--- src/rtl/dss_pkg.sv ---
package dss_pkg;

   typedef enum logic [1:0] {
      MODE_IDLE,
      MODE_SLOTS,
      MODE_UC_START,
      MODE_UC_RUN
   } dss_mode_e;

endpackage

--- src/rtl/dss_slot_pick.sv ---
// Decides how many head entries join this cycle's slot group.
module dss_slot_pick #(
   parameter int NSLOT     = 4,
   parameter int CNTW      = 5,
   parameter int MULTI_MAX = 4,
   parameter int PW        = $clog2(NSLOT + 1)
) (
   input  logic [NSLOT-1:0]      in_vld,
   input  logic [NSLOT*CNTW-1:0] in_cnt,
   output logic [PW-1:0]         take_n,
   output logic [PW-1:0]         lane_n,
   output logic [PW-1:0]         head_lanes,
   output logic                  head_long
);

   logic [CNTW-1:0] eff0;
   logic            open;

   always_comb begin
      take_n     = '0;
      lane_n     = '0;
      head_lanes = '0;
      head_long  = 1'b0;
      open       = 1'b0;
      eff0       = (in_cnt[CNTW-1:0] == '0) ? CNTW'(1) : in_cnt[CNTW-1:0];
      if (in_vld[0]) begin
         if (eff0 > CNTW'(MULTI_MAX)) begin
            head_long = 1'b1;
         end else begin
            head_lanes = PW'(eff0);
            lane_n     = PW'(eff0);
            take_n     = PW'(1);
            open       = 1'b1;
         end
      end
      for (int k = 1; k < NSLOT; k++) begin
         if (open && in_vld[k] && (in_cnt[k*CNTW +: CNTW] <= CNTW'(1))
             && (lane_n < PW'(NSLOT))) begin
            take_n = take_n + PW'(1);
            lane_n = lane_n + PW'(1);
         end else begin
            open = 1'b0;
         end
      end
   end

endmodule

--- src/rtl/dss_ucode_seq.sv ---
// Streams the ops of a long instruction at UC_RATE per accepted cycle.
module dss_ucode_seq #(
   parameter int CNTW    = 5,
   parameter int UC_RATE = 4,
   parameter int PW      = 3
) (
   input  logic            clk,
   input  logic            rst_n,
   input  logic            start,
   input  logic [CNTW-1:0] start_cnt,
   input  logic            advance,
   output logic            busy,
   output logic [PW-1:0]   emit_n
);

   logic            act;
   logic [CNTW-1:0] rem;
   logic [CNTW-1:0] src;
   logic            engaged;

   assign busy    = act;
   assign engaged = act | start;

   always_comb begin
      src = act ? rem : start_cnt;
      if (!engaged)
         emit_n = '0;
      else if (src > CNTW'(UC_RATE))
         emit_n = PW'(UC_RATE);
      else
         emit_n = PW'(src);
   end

   always_ff @(posedge clk) begin
      if (!rst_n) begin
         act <= 1'b0;
         rem <= '0;
      end else if (advance && engaged) begin
         rem <= src - CNTW'(emit_n);
         act <= (src > CNTW'(UC_RATE));
      end
   end

endmodule

--- src/rtl/dss_lane_fill.sv ---
// Maps the chosen group or sequencer burst onto output lanes.
module dss_lane_fill #(
   parameter int NSLOT = 4,
   parameter int SEQW  = 8,
   parameter int PW    = 3
) (
   input  logic                  uc_mode,
   input  logic [PW-1:0]         uc_n,
   input  logic [PW-1:0]         norm_n,
   input  logic [PW-1:0]         head_lanes,
   input  logic [NSLOT-1:0]      in_fused,
   input  logic [SEQW-1:0]       seq_base,
   output logic [NSLOT-1:0]      out_vld,
   output logic [NSLOT*SEQW-1:0] out_seq,
   output logic [NSLOT-1:0]      out_fused,
   output logic [NSLOT-1:0]      out_ucode
);

   localparam int IW = $clog2(NSLOT);

   logic [PW-1:0] cap;
   assign cap = uc_mode ? uc_n : norm_n;

   for (genvar j = 0; j < NSLOT; j++) begin : g_lane
      logic          v;
      logic          f;
      int            idx;
      logic [IW-1:0] sel;

      always_comb begin
         v   = PW'(j) < cap;
         idx = (PW'(j) < head_lanes) ? 0 : j - int'(head_lanes) + 1;
         sel = (idx < NSLOT) ? IW'(idx) : '0;
         f   = v && !uc_mode && (idx < NSLOT) && in_fused[sel];
      end

      assign out_vld[j]                = v;
      assign out_fused[j]              = f;
      assign out_ucode[j]              = v & uc_mode;
      assign out_seq[j*SEQW +: SEQW]   = seq_base + SEQW'(j);
   end

endmodule

--- src/rtl/dss_steer.sv ---
module dss_steer
   import dss_pkg::*;
#(
   parameter int NSLOT     = 4,
   parameter int CNTW      = 5,
   parameter int MULTI_MAX = 4,
   parameter int UC_RATE   = 4,
   parameter int SEQW      = 8,
   localparam int PW       = $clog2(NSLOT + 1)
) (
   input  logic                  clk,
   input  logic                  rst_n,
   input  logic [NSLOT-1:0]      in_vld,
   input  logic [NSLOT*CNTW-1:0] in_cnt,
   input  logic [NSLOT-1:0]      in_fused,
   output logic [PW-1:0]         in_pop,
   input  logic                  out_ready,
   output logic [NSLOT-1:0]      out_vld,
   output logic [NSLOT*SEQW-1:0] out_seq,
   output logic [NSLOT-1:0]      out_fused,
   output logic [NSLOT-1:0]      out_ucode
);

   if (NSLOT < 2) begin : g_bad_nslot
      $error("dss_steer: NSLOT must be at least 2");
   end
   if (MULTI_MAX < 1 || MULTI_MAX > NSLOT) begin : g_bad_multi
      $error("dss_steer: MULTI_MAX must lie in 1..NSLOT");
   end
   if (UC_RATE < 1 || UC_RATE > NSLOT) begin : g_bad_rate
      $error("dss_steer: UC_RATE must lie in 1..NSLOT");
   end
   if ((1 << CNTW) <= MULTI_MAX + 1) begin : g_bad_cntw
      $error("dss_steer: CNTW too narrow to express a long instruction");
   end

   logic [PW-1:0]   take_n;
   logic [PW-1:0]   lane_n;
   logic [PW-1:0]   head_lanes;
   logic            head_long;
   logic            uc_busy;
   logic [PW-1:0]   uc_n;
   logic            uc_mode;
   logic [SEQW-1:0] seq_q;
   dss_mode_e       mode;

   dss_slot_pick #(
      .NSLOT(NSLOT), .CNTW(CNTW), .MULTI_MAX(MULTI_MAX), .PW(PW)
   ) u_pick (
      .in_vld(in_vld), .in_cnt(in_cnt), .take_n(take_n),
      .lane_n(lane_n), .head_lanes(head_lanes), .head_long(head_long)
   );

   always_comb begin
      if (uc_busy)        mode = MODE_UC_RUN;
      else if (head_long) mode = MODE_UC_START;
      else if (take_n != '0) mode = MODE_SLOTS;
      else                mode = MODE_IDLE;
   end

   assign uc_mode = (mode == MODE_UC_RUN) || (mode == MODE_UC_START);

   dss_ucode_seq #(
      .CNTW(CNTW), .UC_RATE(UC_RATE), .PW(PW)
   ) u_ucode (
      .clk(clk), .rst_n(rst_n), .start(mode == MODE_UC_START),
      .start_cnt(in_cnt[CNTW-1:0]), .advance(out_ready),
      .busy(uc_busy), .emit_n(uc_n)
   );

   always_comb begin
      in_pop = '0;
      if (out_ready) begin
         case (mode)
            MODE_UC_START: in_pop = PW'(1);
            MODE_SLOTS:    in_pop = take_n;
            default:       in_pop = '0;
         endcase
      end
   end

   dss_lane_fill #(
      .NSLOT(NSLOT), .SEQW(SEQW), .PW(PW)
   ) u_fill (
      .uc_mode(uc_mode), .uc_n(uc_n), .norm_n(lane_n),
      .head_lanes(head_lanes), .in_fused(in_fused), .seq_base(seq_q),
      .out_vld(out_vld), .out_seq(out_seq), .out_fused(out_fused),
      .out_ucode(out_ucode)
   );

   always_ff @(posedge clk) begin
      if (!rst_n)
         seq_q <= '0;
      else if (out_ready)
         seq_q <= seq_q + SEQW'($countones(out_vld));
   end

endmodule

--- config.mk ---
export PLATFORM = sky130hd
export DESIGN_NAME = dss_steer
export DESIGN_NICKNAME = d
export VERILOG_FILES = /design/src/rtl/dss_pkg.sv /design/src/rtl/dss_slot_pick.sv /design/src/rtl/dss_ucode_seq.sv /design/src/rtl/dss_lane_fill.sv /design/src/rtl/dss_steer.sv
export SDC_FILE = /design/constraint.sdc
export NUM_CORES = 1
export LEC_CHECK = 0
export BUFFER_PORTS_ARGS = -buffer_cell sky130_fd_sc_hd__buf_4
export CORE_MARGIN = 5
export CORE_UTILIZATION = 30
export DETAILED_ROUTE_END_ITERATION = 10
export GPL_TIMING_DRIVEN = 0
export PLACE_DENSITY = 0.59
export SLEW_MARGIN = 10
export SYNTH_ARGS = -nofsm -noshare
export SYNTH_HDL_FRONTEND = slang
export SYNTH_SLANG_ARGS = --single-unit
--- constraint.sdc ---
create_clock -name clk -period 9.1 [get_ports clk]
set_input_delay 1.365 -clock clk [delete_from_list [all_inputs] [get_ports clk]]
set_output_delay 1.365 -clock clk [all_outputs]
set_load 0.005 [all_outputs]
==> summary.txt <==
Status
  • Status: completed

Critical path
  • Crit start category: input port
  • RR Endpoint: seq_q[4]$_SDFFE_PN0P_
  • Worst Path Required: 7740 ps
  • WP data arrival: 6490 ps
  • Crit. End Element: output pin
  • CP max FO: 11
  • R2R setup slack: 4360 ps
  • FF-to-FF path depth: 18
  • Reg-to-Reg Start: u_ucode.busy$_SDFFE_PN0P_
  • WS Path Type: in2out

Power
  • Net Sw Frac: 37.87%
  • Power Dens Cells: 110.9 nW/µm²
  • Final Power: 0.3457 mW
  • Sequential Power Share: 23.7%
  • NetSw: 0.1309 mW
  • VDD IR max: 0.00004122 V
  • Leakage: 1.484 nW
  • Comb pwr share: 58.8%
  • Internal: 0.2148 mW
  • Clock network power share: 17.5%

Finish
  • Filler instances: 818
  • Post-Layout Cell Count: 488
  • Layout area overhead: 29.81%
  • Layout cell share with drive strength beyond 1: 27.20%
  • Multi-input logic area: 1891 µm²
  • Final nets: 445
  • Final core occ: 40.13%
  • Antenna cells: 0
  • Register area: 280.3 µm²

Logic synthesis
  • Synth cell count leaders: 23 x ha_1, 21 x a21oi_1, 21 x nand2_1, 20 x inv_1
  • Largest cells by area after synthesis: ha_1 12%, dfxtp_1 12%, xnor2_1 6.9%
  • #FFs+latches synth: 14
  • Post-synth ARST share: 0%
  • Syn Inst Count: 311
  • Yosys top cell by area: ha_1
  • Post-synth cell types: 60
  • Cell area after synthesis: 2401 µm²
  • Seq/Total Area, Yosys: 11.67%
  • Ys flop type: dfxtp_1
  • Post-synth net total: 369
  • Syn. warnings: 0
  • Top-count cell post-synth: ha_1
  • EDFF count, synth: 0
  • Share of the synthesized area in the top cell type: 11.99%
  • Syn_area_per_cell: 7.720 µm²

Placement
  • Placed insts: 484
  • HPWL after detailed placement: 5553 µm
  • Worst slack at placement: 1027 ps
  • Port bufs: 71
  • GPL Wtd Cong: 0.8374

Timing
  • Hold Fails Final Rpt: 0
  • RSZ-0062 raised after global routing: no
  • Period utilisation layout: 86.33%
  • Tmin final: 7856 ps
  • Slew HR: 47.55%
  • Setup_tns: 0 ps
  • Fmax: 127.3 MHz
  • Setup Skew: 4.088 ps
  • Slew @ Worst Pin: 766.9 ps
  • Final setup violating endpoints: 0
  • Setup WS post-layout: 1244 ps
  • Final Max Slew Viols: 0

Global routing
  • Total track usage: 12.88%
  • Vias in the first global route: 2282
  • First-pass GRT wire length: 10770 µm
  • Initial antenna violation count: 0
  • Largest net degree at the start of global routing: 14
  • Total congestion overflow: 0

CTS
  • Total CTS buffers: 3
  • H-Tree Depth: 1
  • Clock sink total: 14
  • Cts repair resizes: 0
  • Post-CTS Setup Repair Bufs: 0
  • Skew-Pair Late Insertion Delay: 240 ps
  • Longest Clk Path Bufs: 2
  • CTS tree: done
  • Clk root buf: clkbuf_8
  • Hold-fix buffer count after cts: 0
  • CTS clock-pin slew for the worst setup and hold paths: 60 ps

Run
  • Max-cap violations: 0

Drt
  • Via-to-Cell Ratio: 4.932
  • Detailed-route wire length per cell: 13.58 µm
  • Starting DRT DRC Count: 86
  • First-pass DRT Iterations: 4
  • Via count: 2407
  • Drc violations: 0
  • Antenna-violating nets left: 0
  • Routed WL: 6629 µm

Worst hold path
  • WHS Path Cells: 1
  • Min-Delay Endpoint: u_ucode.rem[0]$_SDFFE_PN0P_
  • Hold WC Path Type: reg2reg
  • Hold Crit Start: u_ucode.rem[0]$_SDFFE_PN0P_

Die
  • Core area: 7767 µm²
  • Initial core utilization: 30.91%
  • Row count: 32
  • Die height: 99.46 µm
  • # IOs: 78
  • Die Width: 99.46 µm
  • Die area: 9892 µm²
-- cell families after synthesis --
kind of cell | Yosys count | synth area share [%]
compound gates | 74 | 21.57
xor+xnor | 30 | 10.94
fa+ha+maj | 27 | 15.32
buf+inv | 48 | 9.588
flops | 14 | 11.67
mux | 9 | 4.533
simple gates | 109 | 26.37
-- cell type report --
cell class                      instances  share of cell area, %
Multi-Input combinational cell        249                  60.66
Timing Repair Buffer                   71                  17.10
Sequential cell                        14                  8.992
Buffer                                 27                  4.857
Tap cell                              102                  4.095
Inverter                               21                  2.529
Clock buffer                            4                  1.766
-- power by group through the flow --
| stage | Clock [mW] | Combinational, mW | Sequential [mW] |
|---|---|---|---|
| 5_1_grt | 0.0642 | 0.229 | 0.0837 |
| 6_report | 0.0604 | 0.203 | 0.0819 |
| 3_5_place_dp | 0 | 0.207 | 0.0837 |
| 2_1_floorplan | 0 | 0.123 | 0.0797 |
| 3_3_place_gp | 0 | 0.204 | 0.0833 |
| 4_1_cts | 0.0621 | 0.208 | 0.0825 |
-- metal layers --
layer  GRT usage, %  wire length (µm)  up-vias  share of wire (%)
li1               -                 -     1240                  -
met1          16.14              2890     1093                 44
met2          23.19              3235       66                 49
met3          2.174               421        8                6.4
met4          2.521                82        0                1.2
met5              0                 0        -                  0
-- worst max-delay path, stage by stage --
cell	delay (ps)
buf_2	160
or3b_1	360
or3_1	340
buf_2	190
inv_1	110
ha_1	150
inv_1	40
ha_1	300
nand4_1	130
and3_1	170
clkbuf_1	350
a21oi_1	150
ha_1	310
nor3_1	50
o21ai_0	260
a21oi_1	120
ha_1	210
clkbuf_1	230
nor2b_1	200
o21ai_1	310
nor2_1	130
a21oi_1	350
o211ai_1	220
buf_4	180
buf_4	120
-- worst max path at each step --
stage / to / start
global placement: seq_q[4]$_SDFFE_PN0P_ / in_cnt[4]
detailed placement: seq_q[4]$_SDFFE_PN0P_ / in_cnt[4]
CTS: out_vld[2] / in_cnt[4]
global route: seq_q[4]$_SDFFE_PN0P_ / in_cnt[2]
finish: out_vld[2] / in_cnt[4]
floorplan: seq_q[4]$_SDFFE_PN0P_ / in_cnt[4]
-- layout by cell type (no fill, tap or decap), types with 4 or more instances in the layout --
master / n
o211a_1: 4
and2_1: 7
a21oi_1: 21
xor2_1: 11
buf_4: 81
nor2_1: 19
fa_1: 4
buf_2: 4
clkbuf_1: 11
dfxtp_1: 14
mux2i_1: 6
and3_1: 4
xnor2_1: 19
a21o_1: 4
nand2_1: 21
o21ai_0: 12
ha_1: 23
a21boi_0: 4
nor2b_1: 8
nor3_1: 7
inv_1: 20
nand3_1: 14
nand2b_1: 4
clkbuf_8: 4
-- state kept, by name, summed over array words and instances (netlist names) --
signal	cells
seq_q	8
u_ucode.rem	5
u_ucode.busy	1
-- metrics by stage --
step / hold slack [ps] / area, µm²
after floorplan: 471.7 / 2401
after global placement: 489.9 / 3062
after detailed placement: 491.6 / 3062
after CTS: 504.6 / 3117
after global routing: 512.3 / 3117
final: 504.3 / 3117
Power figures use the tool's default switching activity.
